<file path="src/rtl/cec_rx_pkg.sv">
package cec_rx_pkg;
  localparam int BYTE_W    = 8;
  localparam int BIT_IDX_W = 4;
  localparam logic [BIT_IDX_W-1:0] IDX_EOM = BIT_IDX_W'(BYTE_W);
  localparam logic [BIT_IDX_W-1:0] IDX_ACK = BIT_IDX_W'(BYTE_W + 1);
  localparam int OFS_STEP  = 2;

  typedef logic [BYTE_W-1:0] rx_byte_t;
endpackage

</file>
<file path="src/rtl/cec_rx_sync.sv">
module cec_rx_sync (
  input  logic clk_i,
  input  logic rst_ni,
  input  logic line_i,
  output logic line_o,
  output logic fall_o
);
  logic s1_q, s2_q, s3_q;

  always_ff @(posedge clk_i or negedge rst_ni) begin
    if (!rst_ni) begin
      s1_q <= 1'b1;
      s2_q <= 1'b1;
      s3_q <= 1'b1;
    end else begin
      s1_q <= line_i;
      s2_q <= s1_q;
      s3_q <= s2_q;
    end
  end

  assign line_o = s2_q;
  assign fall_o = s3_q & ~s2_q;
endmodule

</file>
<file path="src/rtl/cec_rx_bit.sv">
module cec_rx_bit import cec_rx_pkg::*; #(
  parameter int REF_TICKS   = 21,
  parameter int START_TICKS = 70,
  parameter int OFS_W       = 3
) (
  input  logic             clk_i,
  input  logic             rst_ni,
  input  logic             tick_i,
  input  logic             line_i,
  input  logic             fall_i,
  input  logic [OFS_W-1:0] ofs_i,
  output logic             bit_vld_o,
  output logic             bit_val_o,
  output logic             start_o
);
  localparam int CNT_W = $clog2(START_TICKS + 1);
  localparam logic [CNT_W-1:0] START_CNT = CNT_W'(START_TICKS);

  logic signed [OFS_W-1:0] ofs_s;
  int                      ofs_c;
  logic [CNT_W-1:0]        sp_cnt;
  logic [CNT_W-1:0]        cnt_q, cnt_nxt;
  logic                    act_q, step;

  // most negative code folds onto its neighbour: symmetric range
  always_comb begin
    ofs_s = signed'(ofs_i);
    ofs_c = int'(ofs_s);
    if (ofs_c == -(2 ** (OFS_W - 1))) ofs_c = ofs_c + 1;
    sp_cnt = CNT_W'(REF_TICKS + OFS_STEP * ofs_c);
  end

  assign cnt_nxt = cnt_q + 1'b1;
  assign step    = tick_i & act_q & ~fall_i;

  always_ff @(posedge clk_i or negedge rst_ni) begin
    if (!rst_ni) begin
      cnt_q     <= '0;
      act_q     <= 1'b0;
      bit_vld_o <= 1'b0;
      bit_val_o <= 1'b1;
      start_o   <= 1'b0;
    end else begin
      bit_vld_o <= step && (cnt_nxt == sp_cnt);
      start_o   <= step && !line_i && (cnt_nxt == START_CNT);
      if (step && cnt_nxt == sp_cnt) bit_val_o <= line_i;
      if (fall_i) begin
        cnt_q <= '0;
        act_q <= 1'b1;
      end else if (step) begin
        cnt_q <= cnt_nxt;
        if (cnt_nxt == START_CNT) act_q <= 1'b0;
      end
    end
  end

  a_r2_sample_not_start: assert property (@(posedge clk_i) disable iff (!rst_ni)
    !(bit_vld_o && start_o));
endmodule

</file>
<file path="src/rtl/cec_rx_frame.sv">
module cec_rx_frame import cec_rx_pkg::*; #(
  parameter int ACK_LOW_TICKS = 30,
  parameter int AW            = 4
) (
  input  logic          clk_i,
  input  logic          rst_ni,
  input  logic          tick_i,
  input  logic          fall_i,
  input  logic          bit_vld_i,
  input  logic          bit_val_i,
  input  logic          start_i,
  input  logic [AW-1:0] log_addr_i,
  input  logic          data_ack_off_i,
  output logic          pull_o,
  output rx_byte_t      byte_o,
  output logic          valid_o,
  output logic          eom_o
);
  localparam int ACNT_W = $clog2(ACK_LOW_TICKS + 1);
  localparam logic [ACNT_W-1:0] ACNT_LAST = ACNT_W'(ACK_LOW_TICKS - 1);

  logic [BIT_IDX_W-1:0] idx_q;
  rx_byte_t             sh_q, sh_nxt;
  logic                 in_msg_q, hdr_q, match_q, arm_q;
  logic                 drive_q;
  logic [ACNT_W-1:0]    acnt_q;

  assign sh_nxt = {sh_q[BYTE_W-2:0], bit_val_i};

  always_ff @(posedge clk_i or negedge rst_ni) begin
    if (!rst_ni) begin
      idx_q    <= '0;
      sh_q     <= '0;
      in_msg_q <= 1'b0;
      hdr_q    <= 1'b0;
      match_q  <= 1'b0;
      arm_q    <= 1'b0;
      byte_o   <= '0;
      valid_o  <= 1'b0;
      eom_o    <= 1'b0;
    end else begin
      valid_o <= 1'b0;
      if (start_i) begin
        in_msg_q <= 1'b1;
        hdr_q    <= 1'b1;
        idx_q    <= '0;
        arm_q    <= 1'b0;
        match_q  <= 1'b0;
      end else if (bit_vld_i && in_msg_q) begin
        if (idx_q < IDX_EOM) begin
          sh_q  <= sh_nxt;
          idx_q <= idx_q + 1'b1;
          if (idx_q == IDX_EOM - 1'b1 && hdr_q)
            match_q <= (sh_nxt[AW-1:0] == log_addr_i);
        end else if (idx_q == IDX_EOM) begin
          byte_o  <= sh_q;
          eom_o   <= bit_val_i;
          valid_o <= 1'b1;
          arm_q   <= match_q && (hdr_q || !data_ack_off_i);
          idx_q   <= IDX_ACK;
        end else begin
          idx_q <= '0;
          hdr_q <= 1'b0;
          arm_q <= 1'b0;
          if (eom_o) in_msg_q <= 1'b0;
        end
      end
    end
  end

  // ack pull-low: starts on the slot's falling edge, lasts a logical-0 low time
  always_ff @(posedge clk_i or negedge rst_ni) begin
    if (!rst_ni) begin
      drive_q <= 1'b0;
      acnt_q  <= '0;
    end else if (fall_i && arm_q && idx_q == IDX_ACK) begin
      drive_q <= 1'b1;
      acnt_q  <= '0;
    end else if (drive_q && tick_i) begin
      if (acnt_q == ACNT_LAST) drive_q <= 1'b0;
      else acnt_q <= acnt_q + 1'b1;
    end
  end

  assign pull_o = drive_q;

  a_r4_valid_single: assert property (@(posedge clk_i) disable iff (!rst_ni)
    valid_o |=> !valid_o);
  a_r7_pull_needs_match: assert property (@(posedge clk_i) disable iff (!rst_ni)
    drive_q |-> match_q);
  a_r8_ack_bounded: assert property (@(posedge clk_i) disable iff (!rst_ni)
    drive_q |-> acnt_q <= ACNT_LAST);
  a_r3_start_resets: assert property (@(posedge clk_i) disable iff (!rst_ni)
    start_i |=> (idx_q == '0 && hdr_q && in_msg_q));
endmodule

</file>
<file path="src/rtl/cec_rx_ack.sv">
module cec_rx_ack import cec_rx_pkg::*; #(
  parameter int REF_TICKS     = 21,
  parameter int START_TICKS   = 70,
  parameter int ACK_LOW_TICKS = 30,
  parameter int OFS_W         = 3,
  parameter int AW            = 4
) (
  input  logic             clk_i,
  input  logic             rst_ni,
  input  logic             tick_i,
  input  logic             cec_i,
  input  logic [AW-1:0]    log_addr_i,
  input  logic [OFS_W-1:0] sample_ofs_i,
  input  logic             data_ack_off_i,
  output logic             cec_pull_o,
  output logic [7:0]       rx_byte_o,
  output logic             rx_valid_o,
  output logic             rx_eom_o
);
  logic line_s, fall_s, bit_vld, bit_val, start_p;

  cec_rx_sync u_sync (
    .clk_i, .rst_ni, .line_i(cec_i), .line_o(line_s), .fall_o(fall_s)
  );

  cec_rx_bit #(
    .REF_TICKS(REF_TICKS), .START_TICKS(START_TICKS), .OFS_W(OFS_W)
  ) u_bit (
    .clk_i, .rst_ni, .tick_i, .line_i(line_s), .fall_i(fall_s),
    .ofs_i(sample_ofs_i), .bit_vld_o(bit_vld), .bit_val_o(bit_val),
    .start_o(start_p)
  );

  cec_rx_frame #(.ACK_LOW_TICKS(ACK_LOW_TICKS), .AW(AW)) u_frame (
    .clk_i, .rst_ni, .tick_i, .fall_i(fall_s), .bit_vld_i(bit_vld),
    .bit_val_i(bit_val), .start_i(start_p), .log_addr_i,
    .data_ack_off_i, .pull_o(cec_pull_o), .byte_o(rx_byte_o),
    .valid_o(rx_valid_o), .eom_o(rx_eom_o)
  );
endmodule

</file>
<file path="config.mk">
export PLATFORM = sky130hd
export DESIGN_NAME = cec_rx_ack
export DESIGN_NICKNAME = d
export VERILOG_FILES = /design/src/rtl/cec_rx_pkg.sv /design/src/rtl/cec_rx_sync.sv /design/src/rtl/cec_rx_bit.sv /design/src/rtl/cec_rx_frame.sv /design/src/rtl/cec_rx_ack.sv
export SDC_FILE = /design/constraint.sdc
export NUM_CORES = 1
export LEC_CHECK = 0
export ABC_CLOCK_PERIOD_IN_PS = 4019
export BUFFER_PORTS_ARGS = -buffer_cell sky130_fd_sc_hd__clkbuf_2
export CAP_MARGIN = 10
export CORE_MARGIN = 2
export CORE_UTILIZATION = 40
export CTS_CLUSTER_SIZE = 40
export DETAILED_ROUTE_END_ITERATION = 16
export HOLD_SLACK_MARGIN = 0.12
export PLACE_DENSITY = 0.66
export SLEW_MARGIN = 25
export SYNTH_ARGS = -nofsm -noshare
export SYNTH_HDL_FRONTEND = slang
export SYNTH_SLANG_ARGS = --single-unit
</file>
<file path="constraint.sdc">
create_clock -name clk_i -period 4.02 [get_ports clk_i]
set_input_delay 0 -clock clk_i [delete_from_list [all_inputs] [get_ports clk_i]]
set_output_delay 0 -clock clk_i [all_outputs]
set_load 0.02 [all_outputs]
</file>
### Word-level counts from Yosys, hierarchy flattened

Cells that the tools add are included.

* add/sub/neg operators: 5
* order comparisons: 1
* equality and inequality tests: 11
* mux-type cells: 37
* bitwise gates (word level): 7
* reductions and logical operators: 29

Operator list (number)
* 1-bit two-way mux: 27
* 4-bit two-way mux: 4
* 2-bit nonzero test: 8
* 5-bit two-way mux: 3
* 7-bit two-way mux: 2
* 1-bit logical AND: 9
* 3-bit AND reduction: 3
* 4-bit equality test, second input constant: 2
* 2-bit AND reduction: 4
* 4-bit AND reduction: 2
* 6-bit by 7-bit adder with 7-bit output, first input constant: 1
* 7-bit by 1-bit adder with 7-bit output, second input constant: 1
* 7-bit equality test: 1
* 7-bit equality test, second input constant: 1
* 6-bit two-way mux: 1
* 5-bit by 1-bit adder with 5-bit output, second input constant: 1
* 5-bit equality test, second input constant: 1
* 3-bit by 2-bit adder with 4-bit output, second input constant: 1
* 4-bit by 1-bit adder with 4-bit output, second input constant: 1
* 4-bit by 3-bit equality test with 1-bit output, second input constant: 1
* 4-bit equality test: 1
* 4-bit < comparator, second input constant: 1
* 2-bit inequality test, second input constant: 2
* 1-bit NOT: 4
* 5 further kinds: 8

* flip-flop bits (word level): 46
* input bits: 12
* output and inout bits: 11
* logic and storage cells: 109

### Longest topological paths before layout

Gate-level depths: netlist of run 1.

* depth in word-level cells: 7
* gate-level depth with buffers: 10
* mapped depth without buffers: 10

### Modules after synthesis

From an unflattened synthesis of run 1, not the netlist that was laid out.

* cells, all modules: 211
* area total of the unflattened synthesis: 2382.3 sq um

Modules (own cells, without submodules)
* cec_rx_frame: times used 1, cells each 125, area an instance 1495.2 sq um, seq. area each 800.8 sq um
* cec_rx_bit: times used 1, cells each 82, area an instance 794.5 sq um, seq. area each 276.5 sq um
* cec_rx_sync: times used 1, cells each 4, area an instance 92.6 sq um, seq. area each 78.8 sq um

### Worst setup path after synthesis of run 1

OpenSTA, ideal clock, no wires.

* path type: input -> register
* start point: input sample_ofs_i[0]
* end point: register u_bit.bit_val_o
* library setup time: 0.082 ns
* arrival: 2.188 ns
* required time: 3.938 ns
* path slack: 1.749 ns
* stages on the path: 10
* path buffers: 0
* cell sequence: inv_1 > ha_1 > nand2_1 > mux2_2 > ha_1 > xor2_1 > nor4_1 > nand4_2 > a2111oi_4 > mux2_4

* cells in the longest elaborated chain, start to end: 5
* elaborated cells between the ends (all ways): 6
* those cells by class: 2 x add/sub; 2 x eq/ne; 1 x mux; 1 x reduce/logical

RTL lines
* start: declaration: line cec_rx_ack.sv:13 `input logic [OFS_W-1:0] sample_ofs_i,`
* 3-bit by 2-bit adder with 4-bit output or 3-bit equality test (tied branches): line cec_rx_bit.sv:29 `if (ofs_c == -(2 ** (OFS_W - 1))) ofs_c = ofs_c + 1;`
* 6-bit two-way mux (*): line cec_rx_bit.sv:29
* 6-bit by 7-bit adder with 7-bit output (*): line cec_rx_bit.sv:30 `sp_cnt = CNT_W'(REF_TICKS + OFS_STEP * ofs_c);`
* 7-bit equality test (*): line cec_rx_bit.sv:46 `if (step && cnt_nxt == sp_cnt) bit_val_o <= line_i;`
* 1-bit logical AND (*): line cec_rx_bit.sv:46
* end signal: assignment: line cec_rx_bit.sv:46
* end: declaration: line cec_rx_bit.sv:13 `output logic bit_val_o,`

Mark *: on every way between the ends. The rest lies on a longest branch, timed or not.
A chain may end at the register's enable or synchronous reset.

### Worst setup path after layout of run 1

Same ends and word-level chain as after synthesis.

==> results of run 1 <==
placed cells by master, fill, tap and decap left out, types with 2 or more instances in the layout:
master | netlist | final
dfrtp_1 | 42 | 42
clkbuf_2 | 0 | 22
mux2_2 | 19 | 19
nor2_1 | 15 | 15
nand2_1 | 13 | 13
xnor2_1 | 11 | 11
ha_1 | 10 | 10
inv_1 | 9 | 9
o21ai_0 | 9 | 9
xor2_1 | 9 | 9
a21oi_1 | 5 | 5
clkbuf_8 | 0 | 5
dlygate4sd3_1 | 0 | 5
or3_1 | 4 | 4
nor4_1 | 4 | 4
dfstp_2 | 4 | 4
a31oi_1 | 3 | 3
nand3_1 | 3 | 3
nand2b_1 | 3 | 3
nor3_1 | 3 | 3
nand4_1 | 3 | 3
clkbuf_1 | 3 | 3
a21boi_0 | 2 | 2
o21bai_1 | 2 | 2
a21o_1 | 2 | 2
nand4b_1 | 2 | 2
routing by layer:
layer | routed length (um) | track usage [%] | part of all wire [%] | up-vias
met5 | 0 | 0 | 0 | -
met3 | 56 | 3.03 | 1.4 | 4
met2 | 2000 | 22.3 | 49 | 9
met4 | 47 | 4.92 | 1.2 | 0
li1 | - | - | - | 775
met1 | 1940 | 19.3 | 48 | 741
registers in the layout (all words and copies together), names as in the netlist:
signal and flops:
u_sync.s3_q 1, u_bit.bit_val_o 1, u_sync.line_o 1, u_bit.bit_vld_o 1
u_frame.sh_q 8, u_frame.pull_o 1, u_frame.in_msg_q 1, u_frame.acnt_q 5
u_bit.cnt_q 7, u_frame.idx_q 4, u_sync.s1_q 1, u_frame.valid_o 1
u_bit.start_o 1, u_bit.act_q 1, u_frame.eom_o 1, u_frame.match_q 1
u_frame.byte_o 8, u_frame.hdr_q 1, u_frame.arm_q 1
per-stage QoR:
stage | hold slack, ps | utilization, % | setup slack, ps
after floorplan | -296 | - | 1750
after global placement | 87.6 | 45.2 | 1540
after detailed placement | 88.9 | 45.2 | 1440
after CTS | 126 | 47.6 | 1750
after global routing | 156 | 47.6 | 1620
final | 131 | 47.6 | 1760
area by class of cell:
type,instances,area (um^2)
fill,536,2910
sequential,46,1160
multi-input combinational,145,1110
timing repair buffer,28,168
tap,72,90.1
clock buffer,8,80.1
inverter,9,33.8
what timing repair did:
action	in CTS	in global routing
endpoints found under the hold margin	47	0
hold buffers	5	0
endpoints found under the setup margin	0	0
cells in the mapped netlist (4+ instances only):
| cell type | n | area share [%] |
|---|---|---|
| xor2_1 | 9 | 3.4 |
| inv_1 | 9 | 1.5 |
| or3_1 | 4 | 1.1 |
| xnor2_1 | 11 | 4.2 |
| dfstp_2 | 4 | 4.5 |
| nor2_1 | 15 | 2.4 |
| dfrtp_1 | 42 | 45 |
| o21ai_0 | 9 | 1.9 |
| ha_1 | 10 | 5.4 |
| mux2_2 | 19 | 9.2 |
| nor4_1 | 4 | 1.1 |
| nand2_1 | 13 | 2.1 |
| a21oi_1 | 5 | 1.1 |
critical path, cell delays in order:
cell and delay (ps):
clkbuf_2 120, inv_1 50, ha_1 210, nand2_1 100, mux2_2 360, ha_1 310, xor2_1 170, nor4_1 260
nand4_2 170, a2111oi_4 390, mux2_4 330
cell families (layout without fill, tap and decap cells):
kind of cell | count (synthesis) | count (layout) | synth area share, %
AOI/OAI and AO/OA | 30 | 30 | 8.90
xor gates and xnor gates | 20 | 20 | 7.55
adders and majority gates | 10 | 10 | 5.39
buffers and inverters | 13 | 45 | 2.43
DFF | 46 | 46 | 49.8
muxes | 20 | 20 | 9.87
and+or+nand+nor | 65 | 65 | 16.0
worst max-delay path by stage:
stage | start | to | cells after the start
final | sample_ofs_i[0] | u_bit.bit_val_o | 11
after global routing | sample_ofs_i[0] | u_bit.bit_val_o | 11
after CTS | sample_ofs_i[0] | u_bit.bit_val_o | 11
after detailed placement | sample_ofs_i[0] | u_bit.bit_val_o | 11
after global placement | sample_ofs_i[0] | u_bit.bit_val_o | 11
after floorplan | sample_ofs_i[0] | u_bit.bit_val_o | 10
power by group through the flow:
stage | clock [W] | combinational (W) | sequential (W)
global placement | 0 | 0.000115 | 0.000521
detailed placement | 0 | 0.000116 | 0.000522
global route | 0.000294 | 0.000132 | 0.000515
floorplan | 0 | 0.0000872 | 0.000513
CTS | 0.000279 | 0.000121 | 0.000513
finish | 0.000266 | 0.000118 | 0.000512
==> results.ini, run 1 <==
[placed_design]
dp_hpwl_mm = 2.88
portBuffers = 22
dp.cells = 295
place_area_mm2 = 0.00250
gp_congestion = 0.790

[power_and_ir_drop]
power-per-cell-area_mw_per_mm2 = 340
leakage_nw = 1.24
p_clk_share_pct = 29.7
p_sw_share_pct = 25.7
p_comb_share_pct = 13.1
seqPwrFrac_pct = 57.2
peakVddDrop_uv = 178
p_switching_w = 0.000230
finalPower_w = 0.000895
power.internal_w = 0.000665

[critical_path]
reg2reg_to = u_bit.bit_val_o
regToRegSetupSlack_ps = 1840
required_ps = 4230
crit_path_end_kind = flop
critPathKind = input pin to flop
worstReg2RegStart = u_bit.cnt_q[0]
startpoint_type = input pin
cp.arrival_ps = 2470
path_max_fanout = 4
reg2regPathDepth = 6

[worst_hold_path]
hold_start = log_addr_i[2]
worstHoldPathCells = 5
holdPathEnd = u_frame.match_q
holdCritPathClass = input pin to flop

[sta]
fmax_mhz = 443
max_slew_margin_pct = 44.9
fin_skew_ps = 13.3
final.setup.tns_ps = 0
period_share_pct = 56.2
tightestPinTransition_ps = 822
report.final.slew_viol_count = 0
setup_viol = 0
rsz0062_at_grt = false
hold_viol = 0
finalCriticalPeriod_ps = 2260

[route]
drt_iter0_markers = 73
vias_per_cell = 4.96
firstDrtPassIters = 4
drc_errors = 0
vias = 1529
wire_per_inst_um = 13.2
ant_nets = 0
wirelength_mm = 4.05

[clock_network]
cts_made_buffers = 5
h-tree-depth = 2
cts_tree = built
post_cts_resized = 0
cts_num_sinks = 46
clk-insertion-delay-late_ps = 290
ctsRootBufferMaster = clkbuf_8
cts.clk_slew.worst_paths_ps = 80
post_cts_buffers = 0
clk_path_buf_depth = 2

[synth]
synth_edf_count = 0
syn-cell-area_mm2 = 0.00232
ys.flop_type = dfrtp_1
synthesis.nets = 226
async_reset_ff_share_pct = 100
synth_seq_area_share_pct = 49.8
synth.distinct_cells = 47
synthCells = 204
ys_warn_count = 0
ys_ff_latch = 46
avgSynthCellArea_um2 = 11.4

[final_layout]
finalInstanceArea_mm2 = 0.00264
instances_no_fill = 308
fin_nets = 257
n_antenna_cell = 0
layout-drive-gt1-share_pct = 25.8
area_growth_pct = 13.6

[floorplanning]
core_area_mm2 = 0.00554
num_rows = 27
die_w_um = 80.2
fp.dieArea_mm2 = 0.00642
initial_core_util_pct = 41.9
ios = 23
fp.dieH_um = 80.2

[flow_run]
cap_violations = 0

[global_routing]
grt_pass1_wl_mm = 7.09
grt_start_max_net_pins = 47
grt_usage_pct = 14.2
antenna_found_initial = 0
gr-total-overflow = 0
first_global_vias = 1528

[run_status]
status = finished clean

Power figures use the tool's default switching activity.
==> run 2, diff against run 1 <==
--- a/config.mk
+++ b/config.mk
@@ -5,7 +5,8 @@
 export SDC_FILE = /design/constraint.sdc
 export NUM_CORES = 1
 export LEC_CHECK = 0
-export ABC_CLOCK_PERIOD_IN_PS = 4019
+export ABC_AREA = 1
+export ABC_CLOCK_PERIOD_IN_PS = 2180
 export BUFFER_PORTS_ARGS = -buffer_cell sky130_fd_sc_hd__clkbuf_2
 export CAP_MARGIN = 10
 export CORE_MARGIN = 2
@@ -13,7 +14,7 @@
 export CTS_CLUSTER_SIZE = 40
 export DETAILED_ROUTE_END_ITERATION = 16
 export HOLD_SLACK_MARGIN = 0.12
-export PLACE_DENSITY = 0.66
+export PLACE_DENSITY = 0.65
 export SLEW_MARGIN = 25
 export SYNTH_ARGS = -nofsm -noshare
 export SYNTH_HDL_FRONTEND = slang
==> constraint.sdc (replaced) <==
create_clock -name clk_i -period 2.18 [get_ports clk_i]
set_input_delay 0 -clock clk_i [delete_from_list [all_inputs] [get_ports clk_i]]
set_output_delay 0 -clock clk_i [all_outputs]
set_load 0.02 [all_outputs]
==> run 2 against run 1 <==
Global-route usage is 1.5 points higher. First-iteration DRC count down 11%. Core utilization up 0.23 points. Routed wire length grew 22%. Cell area is 8.0% higher. Register-to-register slack got worse by 1500 ps. Power up 130%. Combinational power rose to 3.4 times the previous value. Critical path depth decreased by 4. Clock power grew to 2.5 times the previous value.
==> results.ini, run 2 <==
[synth]
synth.distinct_cells = 33
synth_area_leaders = dfrtp_1 (42%), nand2_1 (12%), inv_1 (6.1%)
avgSynthCellArea_um2 = 8.36
ys_warn_count = 0
synth_edf_count = 0
synth_seq_area_share_pct = 46.7
yosys-top-cells-count = nand2_1 (80), dfrtp_1 (42), inv_1 (40), nand3_1 (25), o21ai_0 (21)
ys.flop_type = dfrtp_1
yosysTopAreaCell = dfrtp_1
yosysMostFrequentCell = nand2_1
syn-cell-area_mm2 = 0.00247
async_reset_ff_share_pct = 100
ys_ff_latch = 46
netlist.area_leader.share_pct = 42.5
synthesis.nets = 318
synthCells = 296

[placed_design]
dp_slack_ps = 324
gp_congestion = 0.906
portBuffers = 22
dp.cells = 392
dp_hpwl_mm = 3.72

[global_routing]
first_global_vias = 1954
grt_start_max_net_pins = 28
antenna_found_initial = 0
gr-total-overflow = 0
grt_pass1_wl_mm = 8.34
grt_usage_pct = 15.7

[sta]
max_slew_margin_pct = 56.5
whs_ps = 233
hold_viol = 0
finalCriticalPeriod_ps = 1810
fin_skew_ps = 12.7
final.setup.tns_ps = 0
setup_ws_ps = 366
fmax_mhz = 551
rsz0062_at_grt = false
report.final.slew_viol_count = 0
tightestPinTransition_ps = 652
setup_viol = 0
period_share_pct = 83.2

[power_and_ir_drop]
finalPower_w = 0.00207
power-per-cell-area_mw_per_mm2 = 726
leakage_nw = 1.39
peakVddDrop_uv = 304

[critical_path]
crit_path_end_kind = flop
required_ps = 2390
cp.arrival_ps = 2020
startpoint_type = flop
critPathKind = flop to flop
path_max_fanout = 5

[clock_network]
post_cts_resized = 0
post_cts_buffers = 0
clk-insertion-delay-late_ps = 310
cts_hold_buf = 6
clk_path_buf_depth = 2
h-tree-depth = 2
cts_tree = built
ctsRootBufferMaster = clkbuf_8
cts_made_buffers = 5
cts.clk_slew.worst_paths_ps = 90
cts_num_sinks = 46

[final_layout]
instances_no_fill = 406
layout.cells.most_common_list = nand2_1 (80), dfrtp_1 (42), inv_1 (40)
layout-drive-gt1-share_pct = 18.7
layout_commonest_cell = nand2_1
area_growth_pct = 15.1
register_area_mm2 = 0.00116
fin_nets = 352
reg.largest.list = u_frame.byte_o x8, u_frame.sh_q x8, u_bit.cnt_q x7
n_antenna_cell = 0
multi_input_area_mm2 = 0.00112
num-fill-cells = 585

[floorplanning]
fp.dieH_um = 82.6
ios = 23
die_w_um = 82.6
initial_core_util_pct = 41.5
fp.dieArea_mm2 = 0.00683
core_area_mm2 = 0.00596
num_rows = 28

[route]
wire_per_inst_um = 12.1
wirelength_mm = 4.92
vias = 1988
drt_iter0_markers = 65
ant_nets = 0
vias_per_cell = 4.90
firstDrtPassIters = 5
drc_errors = 0

[flow_run]
cap_violations = 0

[run_status]
status = finished clean

[worst_hold_path]
holdCritPathClass = input pin to flop

[run 2: logic make-up after synthesis]
logic type,synth area share [%]
muxes,0.455
adders and majority gates,5.06
DFF,46.7
buffers and inverters,7.79
xor gates and xnor gates,1.42
and+or+nand+nor,29.5
AOI/OAI and AO/OA,9.05
[run 2: report_power, final]
part           internal, W  switching (W)
Combinational     0.000148       0.000253
Clock             0.000350       0.000317
Sequential        0.000937      0.0000623
Total              0.00143       0.000633
[run 2: path summary, 6_finish.rpt]
| check | start | to | slack, ps | cells after the start |
|---|---|---|---|---|
| min in group asynchronous | rst_ni | u_frame.byte_o[0] | 240 | 2 |
| worst max register to register | u_bit.bit_val_o | u_frame.match_q | 370 | 7 |
| max in group asynchronous | rst_ni | u_sync.line_o | 1250 | 3 |
| worst min register to register | u_sync.s1_q | u_sync.line_o | 360 | 0 |
| worst min-delay path | sample_ofs_i[2] | u_bit.bit_vld_o | 230 | 5 |
| worst max-delay path | u_bit.bit_val_o | u_frame.match_q | 370 | 7 |
[run 2: critical path, stage by stage, from the launching register on]
cell,delay (ps)
dfstp_2,520
inv_1,90
nand2_1,70
o21ai_0,70
nor4_1,240
dlygate4sd3_1,590
nand3_1,60
o31ai_1,80
[run 2: final cells by class]
class	instances	share of cell area (%)
Timing Repair Buffer	31	6.77
Multi-Input combinational cell	203	39.5
Inverter	43	5.67
Tap cell	75	3.30
Clock inverter	3	1.71
Sequential cell	46	40.6
Clock buffer	5	2.42
[run 2: layer usage]
layer | wire (um) | up-vias | global-route usage (%)
li1 | - | 1026 | -
met1 | 2310 | 915 | 19.2
met2 | 2340 | 38 | 26.8
met3 | 198 | 9 | 4.13
met4 | 73 | 0 | 5.41
met5 | 0 | - | 0
[run 2: metrics by stage]
stage / instance area (um^2) / util [%]
final: 2850 / 47.8
after global routing: 2850 / 47.8
after CTS: 2850 / 47.8
after detailed placement: 2670 / 44.8
after global placement: 2670 / 44.8
after floorplan: 2470 / -
==> run 3, diff against run 2 <==
--- a/config.mk
+++ b/config.mk
@@ -6,7 +6,7 @@
 export NUM_CORES = 1
 export LEC_CHECK = 0
 export ABC_AREA = 1
-export ABC_CLOCK_PERIOD_IN_PS = 2180
+export ABC_CLOCK_PERIOD_IN_PS = 1700
 export BUFFER_PORTS_ARGS = -buffer_cell sky130_fd_sc_hd__clkbuf_2
 export CAP_MARGIN = 10
 export CORE_MARGIN = 2
==> constraint.sdc (replaced) <==
create_clock -name clk_i -period 1.7 [get_ports clk_i]
set_input_delay 0 -clock clk_i [delete_from_list [all_inputs] [get_ports clk_i]]
set_output_delay 0 -clock clk_i [all_outputs]
set_load 0.02 [all_outputs]
==> run 3 against run 2 <==
Clock skew decreased by 3.5 ps. Sequential power increased by 28%. Cell area increased by 1.8%. Final cell count increased by 1.2%. Global-route usage decreased by 0.085 points. Register-to-register slack got worse by 250 ps. Worst hold slack got worse by 95 ps. Worst setup slack got worse by 250 ps. Largest cell class is now multi-input gates.
==> results.ini, run 3 (same netlist as run 2, synthesis figures left out) <==
[global_routing]
grtUsageMet1_pct = 19.1
met2_usage_pct = 27.7
first_global_vias = 1924
grt_pass1_wl_mm = 8.25
grt_start_max_net_pins = 47
top_usage_layer = met2
gr-total-overflow = 0
grt_usage_pct = 15.6
antenna_found_initial = 0
grtUsageMet3_pct = 2.93

[critical_path]
critPathMaxStageDelay_ps = 430
critPathKind = flop to flop
path_max_fanout = 5
startpoint_type = flop
crit_chain = inv_2 -> ha_4 -> inv_1 -> nand2_1 -> buf_4 -> nand3_1 -> nand3_1 -> nor3_2 -> nand3_1 -> nor2_1
critical_path.most_common_cell = nand3_1
crit_path_end_kind = flop
crit_path_top_delay_cell = dfrtp_1
cp.arrival_ps = 1820
required_ps = 1930

[final_layout]
reg.largest.list = u_frame.byte_o x8, u_frame.sh_q x8, u_bit.cnt_q x7
finish.utilization_pct = 48.7
layout.cells.most_common_list = nand2_1 (78), dfrtp_1 (41), inv_1 (39)
fin_nets = 357
area_growth_pct = 17.2
layout_commonest_cell = nand2_1
layout-drive-gt1-share_pct = 22.3
n_antenna_cell = 0
finalInstanceArea_mm2 = 0.00290

[sta]
finalCriticalPeriod_ps = 1590
fmax_mhz = 631
setup_ws_ps = 115
report.final.slew_viol_count = 0
max_slew_margin_pct = 61.5
fin_skew_ps = 9.19
hold_viol = 0
rsz0062_at_grt = true
setup_viol = 0
period_share_pct = 93.3
tightestPinTransition_ps = 577

[placed_design]
place_area_mm2 = 0.00269
dp_slack_ps = 53.4
gp_congestion = 0.858
portBuffers = 22
dp_hpwl_mm = 3.51

[clock_network]
cts.clk_slew.worst_paths_ps = 90
clk-insertion-delay-late_ps = 300
cts_tree = built
clk_path_buf_depth = 2
ctsRootBufferMaster = clkbuf_8
h-tree-depth = 2
cts_made_buffers = 5
cts_num_sinks = 46

[route]
wire_per_inst_um = 11.7
firstDrtPassIters = 4
vias = 1994
wirelength_mm = 4.80
drt_iter0_markers = 68
vias_per_cell = 4.85
drc_errors = 0
ant_nets = 0

[floorplanning]
initial_core_util_pct = 41.5
die_w_um = 82.6
fp.dieArea_mm2 = 0.00683
core_area_mm2 = 0.00596
fp.dieH_um = 82.6
num_rows = 28
ios = 23

[power_and_ir_drop]
peakVddDrop_uv = 405
power-per-cell-area_mw_per_mm2 = 875
leakage_nw = 1.40
finalPower_w = 0.00254

[worst_hold_path]
holdCritPathClass = input pin to flop

[run_status]
status = finished clean

[flow_run]
cap_violations = 0

==> run 3: cell type report <==
class,instances,area [um^2]
multi-input combinational,203,1160
sequential,46,1160
inverter,43,161
fill,577,3060
timing repair buffer,36,230
clock buffer,5,68.8
clock inverter,3,25.0
tap,75,93.8
==> run 3: final timing paths <==
check | startpoint | endpoint | slack (ps) | cells past startpoint
worst min-delay path | log_addr_i[3] | u_frame.match_q | 140 | 6
worst max register to register | u_bit.cnt_q[1] | u_bit.bit_vld_o | 110 | 10
min in group asynchronous | rst_ni | u_frame.eom_o | 310 | 3
max in group asynchronous | rst_ni | u_bit.cnt_q[0] | 950 | 3
worst min register to register | u_sync.s1_q | u_sync.line_o | 360 | 0
worst max-delay path | u_bit.cnt_q[1] | u_bit.bit_vld_o | 110 | 10
==> run 3: metal layers <==
| metal | vias up | part of all wire (%) |
|---|---|---|
| met2 | 41 | 48 |
| met3 | 9 | 4.0 |
| met5 | - | 0 |
| met1 | 904 | 46 |
| met4 | 0 | 1.5 |
| li1 | 1040 | - |
==> run 3: repair_timing <==
action                                 in CTS  in global routing
resized for setup                           0                  9
endpoints found under the hold margin      47                  0
setup buffers                               0                  2
setup endpoints to repair                   0                  6
hold buffers                                6                  0
==> run 3: power by group <==
group	leakage, nW	internal, W	total, W	switching, W
clock network	0.0447	0.000297	0.000681	0.000384
logic	0.760	0.000224	0.000581	0.000356
registers	0.595	0.00120	0.00128	0.0000741
==> run 3: through the flow <==
step | TNS [ps] | hold slack [ps] | instances
after global placement | 0 | 91.5 | 395
after CTS | 0 | 127 | 409
final | 0 | 139 | 411
after floorplan | 0 | -296 | 296
after global routing | -45.5 | 175 | 411
after detailed placement | 0 | 94.2 | 395
==> run 3: critical path, delay by kind of cell, from the launching register on <==
kind	cells	cell delay, ps
buffers and inverters	3	300
DFF	1	430
and+or+nand+nor	6	560
adders and majority gates	1	250
